$ cat src/rtl/tex_pkg.sv
package tex_pkg;

  typedef enum logic [2:0] {
    ST_IDLE,
    ST_RD0,
    ST_RD1,
    ST_CAP,
    ST_RSP
  } tex_state_e;

  typedef struct packed {
    logic norm_coord;
    logic linear;
    logic wrap;
    logic norm_read;
    logic raw;
  } tex_cfg_t;

endpackage

$ cat src/rtl/tex_addr_gen.sv
module tex_addr_gen
  import tex_pkg::*;
#(
  parameter int COORD_W  = 16,
  parameter int TEX_LOG2 = 4,
  parameter int FRAC_W   = 8,
  parameter int POS_W    = 26,
  localparam int IDX_W   = POS_W - FRAC_W
) (
  input  logic [COORD_W-1:0]       coord,
  input  tex_cfg_t                 cfg,
  output logic signed [IDX_W-1:0]  idx0,
  output logic signed [IDX_W-1:0]  idx1,
  output logic [FRAC_W-1:0]        weight,
  output logic                     two_reads
);

  localparam logic [POS_W-1:0] HALF = POS_W'(1) << (FRAC_W - 1);

  logic [POS_W-1:0] scaled;
  logic [POS_W-1:0] pos;
  logic             use_norm;
  logic             use_lin;

  always_comb begin
    use_norm = cfg.norm_coord & ~cfg.raw;
    use_lin  = cfg.linear & ~cfg.raw;
    scaled   = POS_W'(coord) << TEX_LOG2;
    if (use_norm) begin
      pos = scaled >> (COORD_W - FRAC_W);
      if (use_lin) pos = pos - HALF;
    end else begin
      pos = POS_W'(coord) << FRAC_W;
    end
    idx0      = signed'(pos[POS_W-1:FRAC_W]);
    idx1      = idx0 + IDX_W'(1);
    weight    = (use_lin && use_norm) ? pos[FRAC_W-1:0] : '0;
    two_reads = use_lin;
  end

endmodule

$ cat src/rtl/tex_edge_map.sv
module tex_edge_map #(
  parameter int IDX_W    = 18,
  parameter int TEX_LOG2 = 4
) (
  input  logic signed [IDX_W-1:0] idx,
  input  logic                    wrap,
  output logic [TEX_LOG2-1:0]     addr
);

  logic below;
  logic above;

  always_comb begin
    below = idx[IDX_W-1];
    above = ~below & (|idx[IDX_W-2:TEX_LOG2]);
    if (wrap)       addr = idx[TEX_LOG2-1:0];
    else if (below) addr = '0;
    else if (above) addr = '1;
    else            addr = idx[TEX_LOG2-1:0];
  end

endmodule

$ cat src/rtl/tex_filter.sv
module tex_filter #(
  parameter int TEXEL_W = 8,
  parameter int FRAC_W  = 8
) (
  input  logic [TEXEL_W-1:0] t0,
  input  logic [TEXEL_W-1:0] t1,
  input  logic [FRAC_W-1:0]  weight,
  input  logic               norm_read,
  output logic [TEXEL_W:0]   result
);

  localparam int SUM_W = TEXEL_W + FRAC_W + 1;

  logic [FRAC_W:0]    inv_w;
  logic [SUM_W-1:0]   sum;
  logic [TEXEL_W-1:0] blend;

  always_comb begin
    inv_w  = (FRAC_W+1)'(1 << FRAC_W) - (FRAC_W+1)'(weight);
    sum    = SUM_W'(t0) * SUM_W'(inv_w) + SUM_W'(t1) * SUM_W'(weight);
    blend  = TEXEL_W'(sum >> FRAC_W);
    if (norm_read) result = {1'b0, blend} + (TEXEL_W+1)'(blend >> (TEXEL_W - 1));
    else           result = {1'b0, blend};
  end

endmodule

$ cat src/rtl/tex_fetch_unit.sv
module tex_fetch_unit
  import tex_pkg::*;
#(
  parameter int COORD_W  = 16,
  parameter int TEX_LOG2 = 4,
  parameter int TEXEL_W  = 8,
  parameter int FRAC_W   = 8
) (
  input  logic                clk,
  input  logic                rst_n,
  input  logic                cfg_norm_coord,
  input  logic                cfg_linear,
  input  logic                cfg_wrap,
  input  logic                cfg_norm_read,
  input  logic                cfg_raw,
  input  logic                req_valid,
  output logic                req_ready,
  input  logic [COORD_W-1:0]  req_coord,
  output logic                mem_rd_en,
  output logic [TEX_LOG2-1:0] mem_addr,
  input  logic [TEXEL_W-1:0]  mem_rdata,
  output logic                rsp_valid,
  input  logic                rsp_ready,
  output logic [TEXEL_W:0]    rsp_data
);

  localparam int SPAN_W = (TEX_LOG2 > FRAC_W) ? TEX_LOG2 : FRAC_W;
  localparam int POS_W  = COORD_W + SPAN_W + 2;
  localparam int IDX_W  = POS_W - FRAC_W;

  tex_state_e state_q, state_d;
  tex_cfg_t   cfg_in;

  logic signed [IDX_W-1:0]  idx_a [2];
  logic [TEX_LOG2-1:0]      map_a [2];
  logic [FRAC_W-1:0]        weight_c;
  logic                     two_c;
  logic                     accept;

  logic [TEX_LOG2-1:0] addr0_q, addr1_q;
  logic [FRAC_W-1:0]   w_q;
  logic                lin_q, nread_q;
  logic [TEXEL_W-1:0]  t0_q, t1_q;
  logic                t0_en, t1_en;

  assign cfg_in = '{norm_coord: cfg_norm_coord, linear: cfg_linear,
                    wrap: cfg_wrap, norm_read: cfg_norm_read, raw: cfg_raw};

  tex_addr_gen #(
    .COORD_W (COORD_W),
    .TEX_LOG2(TEX_LOG2),
    .FRAC_W  (FRAC_W),
    .POS_W   (POS_W)
  ) u_agen (
    .coord    (req_coord),
    .cfg      (cfg_in),
    .idx0     (idx_a[0]),
    .idx1     (idx_a[1]),
    .weight   (weight_c),
    .two_reads(two_c)
  );

  for (genvar g = 0; g < 2; g++) begin : g_edge
    tex_edge_map #(
      .IDX_W   (IDX_W),
      .TEX_LOG2(TEX_LOG2)
    ) u_map (
      .idx (idx_a[g]),
      .wrap(cfg_wrap | cfg_raw),
      .addr(map_a[g])
    );
  end

  // control next state
  always_comb begin
    state_d = state_q;
    case (state_q)
      ST_IDLE: if (req_valid) state_d = ST_RD0;
      ST_RD0:  state_d = lin_q ? ST_RD1 : ST_CAP;
      ST_RD1:  state_d = ST_CAP;
      ST_CAP:  state_d = ST_RSP;
      ST_RSP:  if (rsp_ready) state_d = ST_IDLE;
      default: state_d = ST_IDLE;
    endcase
  end

  assign req_ready = (state_q == ST_IDLE);
  assign accept    = req_valid & req_ready;
  assign mem_rd_en = (state_q == ST_RD0) | (state_q == ST_RD1);
  assign mem_addr  = (state_q == ST_RD1) ? addr1_q : addr0_q;
  assign t0_en     = (state_q == ST_RD1) | ((state_q == ST_CAP) & ~lin_q);
  assign t1_en     = (state_q == ST_CAP) & lin_q;
  assign rsp_valid = (state_q == ST_RSP);

  always_ff @(posedge clk or negedge rst_n) begin
    if (!rst_n) state_q <= ST_IDLE;
    else        state_q <= state_d;
  end

  always_ff @(posedge clk or negedge rst_n) begin
    if (!rst_n) begin
      addr0_q <= '0;
      addr1_q <= '0;
      w_q     <= '0;
      lin_q   <= 1'b0;
      nread_q <= 1'b0;
    end else if (accept) begin
      addr0_q <= map_a[0];
      addr1_q <= map_a[1];
      w_q     <= weight_c;
      lin_q   <= two_c;
      nread_q <= cfg_norm_read & ~cfg_raw;
    end
  end

  always_ff @(posedge clk or negedge rst_n) begin
    if (!rst_n)     t0_q <= '0;
    else if (t0_en) t0_q <= mem_rdata;
  end

  always_ff @(posedge clk or negedge rst_n) begin
    if (!rst_n)     t1_q <= '0;
    else if (t1_en) t1_q <= mem_rdata;
  end

  tex_filter #(
    .TEXEL_W(TEXEL_W),
    .FRAC_W (FRAC_W)
  ) u_filt (
    .t0       (t0_q),
    .t1       (t1_q),
    .weight   (w_q),
    .norm_read(nread_q),
    .result   (rsp_data)
  );

  // read counter kept only for the checks below
  logic [1:0] rd_cnt_q;
  always_ff @(posedge clk or negedge rst_n) begin
    if (!rst_n)         rd_cnt_q <= '0;
    else if (accept)    rd_cnt_q <= '0;
    else if (mem_rd_en) rd_cnt_q <= rd_cnt_q + 2'd1;
  end


  read_count_chk: assert property (@(posedge clk) disable iff (!rst_n)
    $rose(rsp_valid) |-> rd_cnt_q == (lin_q ? 2'd2 : 2'd1));


  reads_adjacent_chk: assert property (@(posedge clk) disable iff (!rst_n)
    (mem_rd_en && lin_q && rd_cnt_q == 2'd0) |=> mem_rd_en);


  rsp_hold_chk: assert property (@(posedge clk) disable iff (!rst_n)
    (rsp_valid && !rsp_ready) |=> (rsp_valid && $stable(rsp_data)));


  norm_range_chk: assert property (@(posedge clk) disable iff (!rst_n)
    (rsp_valid && nread_q) |-> rsp_data <= (TEXEL_W+1)'(1 << TEXEL_W));


  blend_bounded_chk: assert property (@(posedge clk) disable iff (!rst_n)
    (rsp_valid && !nread_q) |->
      ((rsp_data >= {1'b0, (t0_q < t1_q) ? t0_q : t1_q}) &&
       (rsp_data <= {1'b0, (t0_q > t1_q) ? t0_q : t1_q})));

endmodule

$ cat config.mk
export PLATFORM = sky130hd
export DESIGN_NAME = tex_fetch_unit
export DESIGN_NICKNAME = d
export VERILOG_FILES = /design/src/rtl/tex_pkg.sv /design/src/rtl/tex_addr_gen.sv /design/src/rtl/tex_edge_map.sv /design/src/rtl/tex_filter.sv /design/src/rtl/tex_fetch_unit.sv
export SDC_FILE = /design/constraint.sdc
export NUM_CORES = 1
export LEC_CHECK = 0
export BUFFER_PORTS_ARGS = -buffer_cell sky130_fd_sc_hd__buf_2
export CAP_MARGIN = 20
export CORE_UTILIZATION = 25
export CTS_BUF_LIST = sky130_fd_sc_hd__clkbuf_8
export DETAILED_ROUTE_END_ITERATION = 16
export PLACE_DENSITY = 0.45
export REMOVE_ABC_BUFFERS = 1
export SYNTH_ARGS = -nofsm -noshare
export SYNTH_HDL_FRONTEND = slang
export SYNTH_HIERARCHICAL = 1
export SYNTH_SLANG_ARGS = --single-unit
$ cat constraint.sdc
create_clock -name clk -period 8 [get_ports clk]
set_input_delay 0.8 -clock clk [delete_from_list [all_inputs] [get_ports clk]]
set_output_delay 0.8 -clock clk [all_outputs]
set_load 0.03 [all_outputs]
# Word level (Yosys, flattened, before mapping)

Index checks and enable logic that the tools add are counted.

$add $sub $neg: 5
$mul: 2
Equal/unequal tests: 6
Multiplexer cells: 15
Bitwise operators: 15
Reductions and logical operators: 5

Operators by type and width:

| operator                                              | count |
|---|---|
| 2-to-1 mux 26 bit                                     | 2 |
| 2-to-1 mux 4 bit                                      | 7 |
| OR reduction 13 bit                                   | 2 |
| adder 18 x 2 -> 18 bit, second input constant         | 1 |
| adder 16 bit                                          | 1 |
| multiplier 8 x 8 -> 16 bit                            | 1 |
| multiplier 8 x 9 -> 16 bit                            | 1 |
| one-hot mux 3 bit (5 select lines)                    | 1 |
| subtractor 12 x 8 -> 13 bit, second input constant    | 1 |
| adder 8 x 1 -> 9 bit                                  | 1 |
| 2-to-1 mux 9 bit                                      | 1 |
| subtractor 9 x 8 -> 9 bit, first input constant       | 1 |
| AND 1 bit                                             | 8 |
| 2-to-1 mux 8 bit                                      | 1 |
| equality test 3 x 2 -> 1 bit, second input constant   | 2 |
| 2-to-1 mux 3 bit                                      | 2 |
| inverter 1 bit                                        | 4 |
| equality test 3 x 1 -> 1 bit, second input constant   | 1 |
| equality test 3 bit, second input constant            | 1 |
| zero test 3 bit                                       | 1 |
| bitwise OR 1 bit                                      | 3 |
| inequality test 2 x 1 -> 1 bit, second input constant | 1 |
| inequality test 2 bit, second input constant          | 1 |
| AND reduction 2 bit                                   | 1 |
| 2 further kinds                                       | 2 |

Bits in registers: 37
Bits of input ports: 33
Output and inout bits: 16
Logic and storage cells: 56

# Depth between registers and ports, before layout

Word-level depth: 10
Gate-level depth with buffers: 31
Mapped depth without buffers: 29

# Modules after synthesis

The synthesis kept the hierarchy.

Modules (own cells, without submodules):

| module         | instances | cells each | area each (sq um) | seq. area each (sq um) |
|---|---|---|---|---|
| tex_filter     | 1         | 564        | 4855.9            | 0.0 |
| tex_fetch_unit | 1         | 96         | 1560.2            | 925.9 |
| tex_addr_gen   | 1         | 138        | 860.8             | 0.0 |
| tex_edge_map   | 2         | 14         | 73.8              | 0.0 |

# Worst setup path after synthesis

Ideal clock, no wire load.

Kind: register to output
From: register w_q[0]
To: output port rsp_data[2]
Arrival: 7.662 ns
Required time: 7.200 ns
Setup slack: -0.462 ns
Stages on the path, launching flop included: 32
Path buffers: 2
Cells stage by stage: dfrtp_1 -> clkbuf_1 -> inv_1 -> ha_1 -> or3b_4 -> nor3_1 -> xnor2_1 -> nand2_1 -> fa_1 -> fa_1 -> inv_1 -> fa_1 -> fa_1 -> fa_1 -> inv_1 -> fa_1 -> inv_1 -> ha_1 -> buf_2 -> nand3_1 -> o211a_1 -> o21ai_4 -> a2111oi_2 -> o21ai_1 -> and2_1 -> inv_1 -> ha_1 -> nand2_1 -> nor2_1 -> a221oi_1 -> o21ai_0 -> xor2_1

Cells in the longest elaborated chain, start to end: 5
Elaborated cells between the ends (all ways): 6
Classes of those cells: add/sub: 3; mul: 2; mux: 1

RTL lines:

| what                       | line                  | RTL |
|---|---|---|
| from (decl)                | tex_fetch_unit.sv:41  | `logic [FRAC_W-1:0] w_q;` |
| from (signal assigned)     | tex_fetch_unit.sv:110 | `w_q <= weight_c;` |
| subtractor 9 x 8 -> 9 bit  | tex_filter.sv:19      | `inv_w = (FRAC_W+1)'(1 << FRAC_W) - (FRAC_W+1)'(weight);` |
| multiplier 8 x 9 -> 16 bit | tex_filter.sv:20      | `sum = SUM_W'(t0) * SUM_W'(inv_w) + SUM_W'(t1) * SUM_W'(weight);` |
| adder 16 bit (*)           | tex_filter.sv:20      |  |
| adder 8 x 1 -> 9 bit       | tex_filter.sv:22      | `if (norm_read) result = {1'b0, blend} + (TEXEL_W+1)'(blend >> (TEXEL_W - 1));` |
| 2-to-1 mux 9 bit (*)       | tex_filter.sv:22      |  |
| to (decl)                  | tex_fetch_unit.sv:24  | `output logic [TEXEL_W:0] rsp_data` |

Every way passes the cells marked *; elsewhere a longest branch is shown, timed or not.

# Worst setup path in the final report

From: register w_q[1]
To: output port rsp_data[2]

Same word-level chain as after synthesis.

==> impl_metrics.yaml <==
status:
  status: "finished, violations left"
  violations: "setup timing"
logic_synthesis:
  synthArstFlopShare: 1.00
  ys_seq_elements: 37
  ys.flop_type: "dfrtp_1"
  synth_cells: 826
  synth.top_cell.area_share: 0.270
  yosys-top-cells-count: "inv_1 (159), fa_1 (100), nand2_1 (94), and2_1 (79), ha_1 (64)"
  yosysMostFrequentCell: "inv_1"
  synth_enable_flop_cells: 0
  yosys.area.top_type: "fa_1"
  yosysWarnings: 6
  seq_area_frac_synth: 0.125
  synth_area_sq_um: 7420
  synthDistinctLibCells: 79
  avgSynthCellArea_sq_um: 8.99
  synthTopCellsByArea: "fa_1 (27%), dfrtp_1 (12%), ha_1 (11%), inv_1 (8.0%), and2_1 (6.7%)"
global_route:
  grt_pass1_vias: 6094
  grt.total_usage: 0.127
  grt_pass1_wl_um: 31500
  antenna_found_initial: 1
  grt_max_degree: 38
  grt-ovfl-total: 0
route:
  wl_per_cell_um: 14.1
  wl_um: 18500
  drc: 0
  first_pass_iters: 4
  vias_per_cell: 4.36
  drt-initial-drc-count: 209
  antenna_left: 0
  vias: 5716
min_path:
  hp-class: "register to register"
floorplanning:
  dieWidth_um: 174
  rows: 62
  pin_count: 49
  die_area_sq_um: 30400
  fp.coreArea_sq_um: 28900
  start_util: 0.257
  fp.dieH_um: 174
flow_run:
  maxCapViolCount: 0
critical_path:
  cp_common_cell: "fa_1"
  endpoint_kind: "output port"
  arrival_ns: 7.28
  cp_slowest_cell: "fa_1"
  slowest_delay_ns: 0.54
  setup.worst_path.class: "register to output port"
  crit_path_max_fanout: 4
  crit_required_ns: 7.20
  critPathLaunchType: "register"
finish:
  antenna_cells: 0
  seqCellArea_sq_um: 926
  finalNetCount: 1124
  drive_gt1_frac: 0.275
  fill_cells: 3087
  multiInputGateArea_sq_um: 6130
  syn_to_final_growth_pct: 22.6
cts:
  cts_max_level: 2
  cts-root-buf: "clkbuf_8"
  clk_path_buf_depth: 2
  hold_buffers: 0
  path_clk_slew_ns: 0.08
  cts_tree: "done"
  cts_sinks: 37
  clock_latency_ns: 0.29
  cts_made_buffers: 5
timing:
  slew_violations: 0
  period_share: 1.01
  rsz0062_at_grt: "true"
  finalWorstSetupSlack_ns: -0.0809
  hold_violations: 0
  tns_ns: -0.0809
  worstMarginPinSlew_ns: 0.851
  fmax_mhz: 124
  finalSetupViolCount: 1
  min_period_ns: 8.08
  skew_ns: 0.00845
  maxSlewHeadroom: 0.433
placement:
  dp_hpwl_um: 15300
  io_buffers: 48
  gp_congestion: 0.795
-- what timing repair did --
item,in CTS,in global routing
gates resized for setup,65,32
setup endpoints to repair,9,9
setup buffers,13,3
cloned,0,0
pin swaps,62,37
-- metrics by stage --
stage	util	area, sq um	std cells	hold WS [ns]	setup WS (ns)
6_report	0.315	9110	1312	0.510	-0.0809
3_3_place_gp	0.291	8430	1289	0.484	-0.302
5_1_grt	0.315	9110	1312	0.529	-0.433
3_5_place_dp	0.291	8430	1289	0.491	-0.355
4_1_cts	0.310	8960	1309	0.512	-0.157
2_1_floorplan	-	7280	800	0.475	-0.346
-- cell families (layout without fill, tap and decap cells) --
logic type,after synthesis,in the layout,share of synthesized area
fa+ha+maj,164,164,0.377
simple gates,279,279,0.206
flops,37,37,0.125
xor+xnor,33,33,0.0399
buf+inv,186,288,0.100
mux,43,43,0.0696
compound gates,84,84,0.0821
-- layout make-up --
class,instances,area share
multi-input combinational,603,0.673
sequential,37,0.102
timing repair buffer,120,0.0941
inverter,160,0.0660
tap,384,0.0528
clock buffer,5,0.00756
clock inverter,3,0.00467
-- cells in the final DEF (no fill, tap or decap), drive strengths merged, types with 3 or more instances in the layout --
cell / n
inv: 161
buf: 120
fa: 100
nand2: 96
and2: 84
ha: 64
mux2: 39
dfrtp: 37
a21oi: 26
nor2: 21
xnor2: 20
o21ai: 18
nand3: 15
xor2: 13
and3: 11
nor3: 11
nand4: 8
nor4: 7
nor2b: 6
clkbuf: 5
mux2i: 4
a2bb2oi: 4
nand2b: 3
a21o: 3
o211ai: 3
a41o: 3
or3: 3
a211oi: 3
o311ai: 3
-- critical path: cells and delay by family (launching register included) --
family                   cells  cell delay [ns]
AND/OR/NAND/NOR              7             1.33
XOR/XNOR                     2             0.41
flip-flops                   1             0.39
adder cells (fa/ha/maj)      9             3.30
buffers and inverters        9             0.80
AO/OA/AOI/OAI                5             0.79
-- state kept, by name (all words and copies together), names as in the netlist --
signal and count:
t0_q 8, w_q 8, t1_q 8, addr1_q 4
lin_q 1, addr0_q 4, state_q 3, nread_q 1
-- routing by layer --
metal	share of wire	track usage
met5	0.00087	0
met4	0.0032	0.0121
met3	0.023	0.0138
met2	0.46	0.215
met1	0.51	0.180
-- final timing paths --
kind	start	to	slack [ns]	cells after the start
min reg2reg	addr1_q[2]$_DFFE_PN0P_	addr1_q[2]$_DFFE_PN0P_	0.51	1
min in group asynchronous	rst_n	state_q[2]$_DFFE_PN0P_	0.61	1
min	addr1_q[2]$_DFFE_PN0P_	addr1_q[2]$_DFFE_PN0P_	0.51	1
max	w_q[1]$_DFFE_PN0P_	rsp_data[2]	-0.08	32
max reg2reg	state_q[0]$_DFFE_PN0P_	w_q[4]$_DFFE_PN0P_	6.40	3
max in group asynchronous	rst_n	w_q[0]$_DFFE_PN0P_	6.85	1
Power is left out: the tool's default activity adds up to more than one toggle a clock period on the data nets, which glitch-free logic cannot reach.
